<file path="src/rtl/fastprog_pkg.sv">
package fastprog_pkg;

    typedef enum logic [2:0] {
        ST_IDLE,
        ST_ARMED,
        ST_START,
        ST_PROG,
        ST_PPULSE,
        ST_VWAIT,
        ST_VCHK,
        ST_VPULSE
    } fp_state_e;

    localparam logic [7:0] CMD_SETUP   = 8'h30;
    localparam logic [7:0] CMD_CONFIRM = 8'hD0;

    typedef struct packed {
        logic ready;
        logic pgm_err;
        logic vpp_err;
        logic lock_err;
        logic stream_busy;
    } fp_stat_t;

    localparam fp_stat_t STAT_IDLE  = '{ready: 1'b1, pgm_err: 1'b0, vpp_err: 1'b0,
                                        lock_err: 1'b0, stream_busy: 1'b0};
    localparam fp_stat_t STAT_ENTRY = '{ready: 1'b0, pgm_err: 1'b0, vpp_err: 1'b0,
                                        lock_err: 1'b0, stream_busy: 1'b1};

    // bit 7 ready, bit 4 program error, bit 3 supply error, bit 1 lock error, bit 0 stream busy
    function automatic logic [7:0] pack_status(fp_stat_t s);
        return {s.ready, 2'b00, s.pgm_err, s.vpp_err, 1'b0, s.lock_err, s.stream_busy};
    endfunction

    function automatic logic state_in_mode(fp_state_e s);
        return !(s == ST_IDLE || s == ST_ARMED);
    endfunction

endpackage

</file>
<file path="src/rtl/fastprog_countdown.sv">
module fastprog_countdown #(
    parameter int W = 4
) (
    input  logic         clk,
    input  logic         rst,
    input  logic         load,
    input  logic [W-1:0] load_val,
    output logic         zero
);
    logic [W-1:0] cnt_q;

    always_ff @(posedge clk) begin
        if (rst)               cnt_q <= '0;
        else if (load)         cnt_q <= load_val;
        else if (cnt_q != '0)  cnt_q <= cnt_q - 1'b1;
    end

    assign zero = (cnt_q == '0);
endmodule

</file>
<file path="src/rtl/fastprog_addr_track.sv">
module fastprog_addr_track #(
    parameter int AW      = 8,
    parameter int BLK_LOW = 4
) (
    input  logic          clk,
    input  logic          rst,
    input  logic          capture,
    input  logic          rewind,
    input  logic          advance,
    input  logic [AW-1:0] cap_addr,
    input  logic [AW-1:0] host_addr,
    output logic [AW-1:0] start_addr,
    output logic [AW-1:0] target,
    output logic          in_block
);
    localparam logic [BLK_LOW-1:0] ONE_LOW = 1;

    logic [AW-1:0] start_q;
    logic [AW-1:0] ptr_q;

    assign start_addr = start_q;
    assign in_block   = (host_addr[AW-1:BLK_LOW] == start_q[AW-1:BLK_LOW]);
    assign target     = (host_addr == start_q) ? ptr_q : host_addr;

    always_ff @(posedge clk) begin
        if (rst) begin
            start_q <= '0;
            ptr_q   <= '0;
        end else if (capture) begin
            start_q <= cap_addr;
            ptr_q   <= cap_addr;
        end else if (rewind) begin
            ptr_q   <= start_q;
        end else if (advance) begin
            ptr_q   <= {target[AW-1:BLK_LOW], target[BLK_LOW-1:0] + ONE_LOW};
        end
    end
endmodule

</file>
<file path="src/rtl/fastprog_ctrl.sv">
module fastprog_ctrl
    import fastprog_pkg::*;
#(
    parameter int AW        = 8,
    parameter int DW        = 16,
    parameter int BLK_LOW   = 4,
    parameter int START_CYC = 8,
    parameter int PULSE_CYC = 4,
    parameter int MAX_XTRA  = 16
) (
    input  logic          clk,
    input  logic          rst,
    input  logic          host_we,
    input  logic [AW-1:0] host_addr,
    input  logic [DW-1:0] host_wdata,
    output logic [DW-1:0] host_rdata,
    input  logic          vpp_ok,
    input  logic          blk_locked,
    output logic [AW-1:0] cell_addr,
    input  logic [DW-1:0] cell_rdata,
    output logic          pulse_valid,
    output logic [AW-1:0] pulse_addr,
    output logic [DW-1:0] pulse_mask,
    output logic [7:0]    status,
    output logic          mode_on
);
    localparam int CMAX = (START_CYC > PULSE_CYC) ? START_CYC : PULSE_CYC;
    localparam int CW   = $clog2(CMAX + 1);
    localparam int XW   = $clog2(MAX_XTRA + 1);
    localparam logic [DW-1:0] ALL_ONES   = '1;
    localparam logic [CW-1:0] START_LOAD = CW'(START_CYC - 1);
    localparam logic [CW-1:0] PULSE_LOAD = CW'(PULSE_CYC - 1);
    localparam logic [XW-1:0] XTRA_LIM   = XW'(MAX_XTRA);

    fp_state_e     st_q, st_n;
    fp_stat_t      sr_q, sr_n;
    logic          cnt_ld, cnt_zero;
    logic [CW-1:0] cnt_val;
    logic          trk_cap, trk_rew, trk_adv, in_blk;
    logic [AW-1:0] tgt, start_addr;
    logic [AW-1:0] tgt_q, tgt_n, paddr_q, paddr_n;
    logic [DW-1:0] vdata_q, vdata_n, pmask_q, pmask_n;
    logic [XW-1:0] xtra_q, xtra_n;
    logic          pls_q, pls_n;

    fastprog_countdown #(.W(CW)) u_cnt (
        .clk(clk), .rst(rst), .load(cnt_ld), .load_val(cnt_val), .zero(cnt_zero)
    );

    fastprog_addr_track #(.AW(AW), .BLK_LOW(BLK_LOW)) u_trk (
        .clk(clk), .rst(rst), .capture(trk_cap), .rewind(trk_rew), .advance(trk_adv),
        .cap_addr(host_addr), .host_addr(host_addr), .start_addr(start_addr),
        .target(tgt), .in_block(in_blk)
    );

    always_comb begin
        st_n    = st_q;
        sr_n    = sr_q;
        cnt_ld  = 1'b0;
        cnt_val = '0;
        trk_cap = 1'b0;
        trk_rew = 1'b0;
        trk_adv = 1'b0;
        tgt_n   = tgt_q;
        vdata_n = vdata_q;
        xtra_n  = xtra_q;
        pls_n   = 1'b0;
        paddr_n = paddr_q;
        pmask_n = pmask_q;
        case (st_q)
            ST_IDLE: if (host_we && host_wdata[7:0] == CMD_SETUP) st_n = ST_ARMED;
            ST_ARMED: if (host_we) begin
                if (host_wdata[7:0] == CMD_CONFIRM) begin
                    st_n    = ST_START;
                    sr_n    = STAT_ENTRY;
                    trk_cap = 1'b1;
                    cnt_ld  = 1'b1;
                    cnt_val = START_LOAD;
                end else begin
                    st_n = ST_IDLE;
                end
            end
            ST_START: if (cnt_zero) begin
                sr_n.stream_busy = 1'b0;
                if (!vpp_ok || blk_locked) begin
                    sr_n.ready    = 1'b1;
                    sr_n.pgm_err  = 1'b1;
                    sr_n.vpp_err  = !vpp_ok;
                    sr_n.lock_err = blk_locked;
                    st_n          = ST_IDLE;
                end else begin
                    st_n = ST_PROG;
                end
            end
            ST_PROG, ST_VWAIT: if (host_we) begin
                if (in_blk) begin
                    trk_adv          = 1'b1;
                    sr_n.stream_busy = 1'b1;
                    if (st_q == ST_PROG) begin
                        pls_n   = 1'b1;
                        paddr_n = tgt;
                        pmask_n = ~host_wdata;
                        cnt_ld  = 1'b1;
                        cnt_val = PULSE_LOAD;
                        st_n    = ST_PPULSE;
                    end else begin
                        tgt_n   = tgt;
                        vdata_n = host_wdata;
                        xtra_n  = '0;
                        st_n    = ST_VCHK;
                    end
                end else if (host_wdata == ALL_ONES) begin
                    if (st_q == ST_PROG) begin
                        trk_rew = 1'b1;
                        st_n    = ST_VWAIT;
                    end else begin
                        sr_n.ready = 1'b1;
                        st_n       = ST_IDLE;
                    end
                end else begin
                    sr_n.ready   = 1'b1;
                    sr_n.pgm_err = 1'b1;
                    sr_n.vpp_err = 1'b1;
                    st_n         = ST_IDLE;
                end
            end
            ST_PPULSE: if (cnt_zero) begin
                sr_n.stream_busy = 1'b0;
                st_n             = ST_PROG;
            end
            ST_VCHK: begin
                if (cell_rdata == vdata_q) begin
                    sr_n.stream_busy = 1'b0;
                    st_n             = ST_VWAIT;
                end else if (xtra_q == XTRA_LIM) begin
                    sr_n.pgm_err     = 1'b1;
                    sr_n.stream_busy = 1'b0;
                    st_n             = ST_VWAIT;
                end else begin
                    pls_n   = 1'b1;
                    paddr_n = tgt_q;
                    pmask_n = ~vdata_q;
                    xtra_n  = xtra_q + 1'b1;
                    cnt_ld  = 1'b1;
                    cnt_val = PULSE_LOAD;
                    st_n    = ST_VPULSE;
                end
            end
            ST_VPULSE: if (cnt_zero) st_n = ST_VCHK;
            default: st_n = ST_IDLE;
        endcase
    end

    always_ff @(posedge clk) begin
        if (rst) begin
            st_q    <= ST_IDLE;
            sr_q    <= STAT_IDLE;
            tgt_q   <= '0;
            vdata_q <= '0;
            xtra_q  <= '0;
            pls_q   <= 1'b0;
            paddr_q <= '0;
            pmask_q <= '0;
        end else begin
            st_q    <= st_n;
            sr_q    <= sr_n;
            tgt_q   <= tgt_n;
            vdata_q <= vdata_n;
            xtra_q  <= xtra_n;
            pls_q   <= pls_n;
            paddr_q <= paddr_n;
            pmask_q <= pmask_n;
        end
    end

    assign status      = pack_status(sr_q);
    assign mode_on     = state_in_mode(st_q);
    assign cell_addr   = (st_q == ST_VCHK) ? tgt_q : host_addr;
    assign host_rdata  = mode_on ? {{(DW-8){1'b0}}, status} : cell_rdata;
    assign pulse_valid = pls_q;
    assign pulse_addr  = paddr_q;
    assign pulse_mask  = pmask_q;
endmodule

</file>
<file path="config.mk">
export PLATFORM = sky130hd
export DESIGN_NAME = fastprog_ctrl
export DESIGN_NICKNAME = d
export VERILOG_FILES = /design/src/rtl/fastprog_pkg.sv /design/src/rtl/fastprog_countdown.sv /design/src/rtl/fastprog_addr_track.sv /design/src/rtl/fastprog_ctrl.sv
export SDC_FILE = /design/constraint.sdc
export NUM_CORES = 1
export LEC_CHECK = 0
export ABC_AREA = 1
export BUFFER_PORTS_ARGS = -buffer_cell sky130_fd_sc_hd__buf_2
export CORE_UTILIZATION = 59
export DETAILED_ROUTE_END_ITERATION = 8
export PLACE_DENSITY = 0.9
export RECOVER_POWER = 25
export SLEW_MARGIN = 20
export SYNTH_ARGS = -nofsm -noshare
export SYNTH_HDL_FRONTEND = slang
export SYNTH_SLANG_ARGS = --single-unit
</file>
<file path="constraint.sdc">
create_clock -name clk -period 4.95 [get_ports clk]
set_input_delay 0.495 -clock clk [delete_from_list [all_inputs] [get_ports clk]]
set_output_delay 0.495 -clock clk [all_outputs]
set_load 0.02 [all_outputs]
</file>
==> summary.md <==
| Metric | Value |
|---|---|
| Outcome | `finished clean` |
| Register Area | `1640 µm²` |
| Final std cells w/o fill | `878` |
| Largest net degree at the start of global routing | `56` |
| # nets final | `823` |
| # rows | `31` |
| Post-CTS setup buffers | `0` |
| CTS max path bufs | `2` |
| Switching Fraction | `0.331` |
| Post-Syn Area | `4570 µm²` |
| # DRC | `0` |
| Sequential power share | `0.476` |
| CP cell instances | `nand2_2 -> nor2_4 -> inv_2 -> nor2_2 -> nand2_2 -> nand2_1 -> inv_2 -> nor2_1 -> nor2_1` |
| Clock Tree Root | `clkbuf_8` |
| WL/cell | `13.7 µm` |
| Drt total wl | `12.1 mm` |
| Top-count cell post-synth | `nand2_1` |
| Sink Count | `82` |
| Total number of vias | `4813` |
| Routability cong. | `0.930` |
| Vias/cell | `5.48` |
| #FFs+latches synth | `82` |
| I/O pin cnt | `103` |
| Post-synth top flop | `dfxtp_1` |
| Dpl ws | `1.97 ns` |
| Worst setup SP type | `register` |
| Grt ovf | `0` |
| Setup tns final | `0 ns` |
| Tmin final | `3.03 ns` |
| Synthesized area per cell | `6.60 µm²` |
| WP data required | `5.21 ns` |
| Number of global-route vias before repair | `4475` |
| Die height | `90.0 µm` |
| Critical path buffers and inverters | `2` |
| Slew @ Worst Pin | `0.942 ns` |
| R2r setup slk | `1.92 ns` |
| Initial antenna violation count | `0` |
| Syn. warnings | `0` |
| Cell family with most CP delay | `simple AND/OR/NAND/NOR gates` |
| RR Endpoint | `pulse_addr[4]` |
| Slowest CP cell | `nand2_1` |
| Relative slew slack | `0.371` |
| Hold WC Path Type | `in -> reg` |
| Layout area overhead | `13.7%` |
| Drt initial violations | `370` |
| RSZ-0062 raised after global routing | `no` |
| Max H-tree Level | `3` |
| Crit-path max FO | `38` |
| Crit Path Category | `reg -> reg` |
| Yosys top cell by area | `dfxtp_1` |
| Async set-reset flop share out of synthesis | `0` |
| Final Cycle Share | `0.612` |
| Final worst setup slack | `1.92 ns` |
| Worst hold path depth | `3` |
| Static leakage | `2.44 nW` |
| Post-synth top cells | `158 x nand2_1, 104 x nor2_1, 95 x o21ai_0` |
| Hold WS | `0.390 ns` |
| Filler cells | `626` |
| Psw | `0.483 mW` |
| Skew-Pair Late Insertion Delay | `0.36 ns` |
| Max-slew violation count | `0` |
| Worst Path Arrival | `3.29 ns` |
| Worst R2R Start | `st_q[1]` |
| Initial core utilization | `0.621` |
| Max VDD drop | `0.267 mV` |
| DRT Pass-1 Iters | `6` |
| Post-cts sizing count | `0` |
| Clock Power Share | `0.328` |
| Core area | `7370 µm²` |
| Diode count | `0` |
| Post-synthesis cell type count | `38` |
| Max Cap Viol | `0` |
| DIE AREA | `8110 µm²` |
| CTS tree | `done` |
| Placed cells | `862` |
| Layout cells sized above 1 | `0.149` |
| Sequential area share after synthesis | `0.359` |
| Top post-synthesis cells by area | `dfxtp_1 36%, nand2_1 13%, o21ai_0 10%` |
| Final Total Pwr | `1.46 mW` |
| Cts hold-fix bufs | `0` |
| Min-Delay Endpoint | `vdata_q[10]` |
| Clock transition at path regs | `0.10 ns` |
| Top cell type's share of synthesized area | `0.359` |
| GRT Overall Usage | `0.302` |
| Chip width | `90.0 µm` |
| HPWL after detailed placement | `8.81 mm` |
| R2R cell count | `9` |
| Multi-input gate area in the final layout | `2510 µm²` |
| Clock Skew | `0.0112 ns` |
| Synthesized instance count | `693` |
| Final hold viol count | `0` |
| Int Pwr | `0.976 mW` |
| Slowest stage delay, CP | `0.55 ns` |
| Final setup fails | `0` |
| Hold Path Origin | `host_wdata[10]` |
| First-pass GRT wire length | `20.1 mm` |
| Power Density | `281 nW/µm²` |
| Crit end category | `register` |
| Antenna-violating nets left | `0` |
| Max Clk Rate | `330 MHz` |
| Buffers on Ports | `99` |
| Logic pwr share | `0.196` |
| Num CTS Buffers | `9` |
| Post-synth EDFFs | `0` |
[through the flow]
step | cell area (µm²) | util
detailed placement | 5050 | 0.685
floorplan | 4580 | -
finish | 5200 | 0.706
global placement | 5050 | 0.685
CTS | 5240 | 0.712
global route | 5200 | 0.706
[how the worst max path moves through the flow]
| stage | startpoint | end | slack, ns | cells after the start |
|---|---|---|---|---|
| after global placement | st_q[1] | pulse_mask[0] | 2.19 | 9 |
| after floorplan | st_q[1] | host_rdata[10] | 2.67 | 9 |
| after detailed placement | st_q[1] | pulse_addr[4] | 1.97 | 9 |
| final | st_q[1] | pulse_addr[4] | 1.92 | 9 |
| after global routing | st_q[1] | pulse_addr[4] | 1.56 | 9 |
| after CTS | st_q[1] | pulse_addr[4] | 1.96 | 9 |
[sequential cells by signal, indices dropped and copies added, names as in the netlist]
register	count
st_q	3
tgt_q	8
u_cnt.cnt_q	4
u_trk.start_addr	8
pulse_valid	1
u_trk.ptr_q	8
status	5
xtra_q	5
pulse_mask	16
vdata_q	16
pulse_addr	8
[per-layer routing]
layer,global-route usage,wire length [µm],share of wire,vias up
li1,-,-,-,2388
met1,0.364,5040,0.42,2191
met2,0.542,5980,0.50,211
met3,0.0457,776,0.064,23
met4,0.105,261,0.022,0
met5,0,0,0,-
[final cells by class]
type                            instances  share of cell area
Clock inverter                          7              0.0140
Timing Repair Buffer                  100              0.0895
Sequential cell                        82               0.316
Clock buffer                            9              0.0238
Inverter                               70              0.0510
Tap cell                               99              0.0238
Multi-Input combinational cell        511               0.482
[cells in the final DEF (no fill, tap or decap), types with 5 or more instances in the layout]
| master | n |
|---|---|
| nor3_1 | 7 |
| o21ai_0 | 95 |
| xnor2_1 | 16 |
| buf_2 | 69 |
| nand3_1 | 21 |
| clkbuf_8 | 9 |
| a211oi_1 | 5 |
| inv_2 | 5 |
| clkbuf_1 | 30 |
| inv_1 | 63 |
| nand2_1 | 158 |
| dfxtp_1 | 82 |
| nor2_1 | 106 |
| nand4_1 | 14 |
| a21oi_1 | 42 |
| xor2_1 | 11 |
[tightest hold or removal path, cell delays in order]
cell and delay (ns):
buf_2 0.10, inv_1 0.06, a21oi_1 0.05
[power by group through the flow]
stage	sequential [mW]	combinational, mW	clock [mW]
final	0.694	0.286	0.479
after global routing	0.696	0.315	0.512
after CTS	0.694	0.285	0.483
after detailed placement	0.709	0.280	0
after global placement	0.708	0.275	0
after floorplan	0.710	0.195	0
[cell families after synthesis]
logic type      count (synthesis)  share of synthesized area
fa+ha+maj                       4                     0.0109
simple gates                  328                      0.311
compound gates                149                      0.173
flops                          82                      0.359
other cells                     1                   0.000820
xor+xnor                       27                     0.0517
buf+inv                       102                     0.0930
Power figures use the tool's default switching activity.
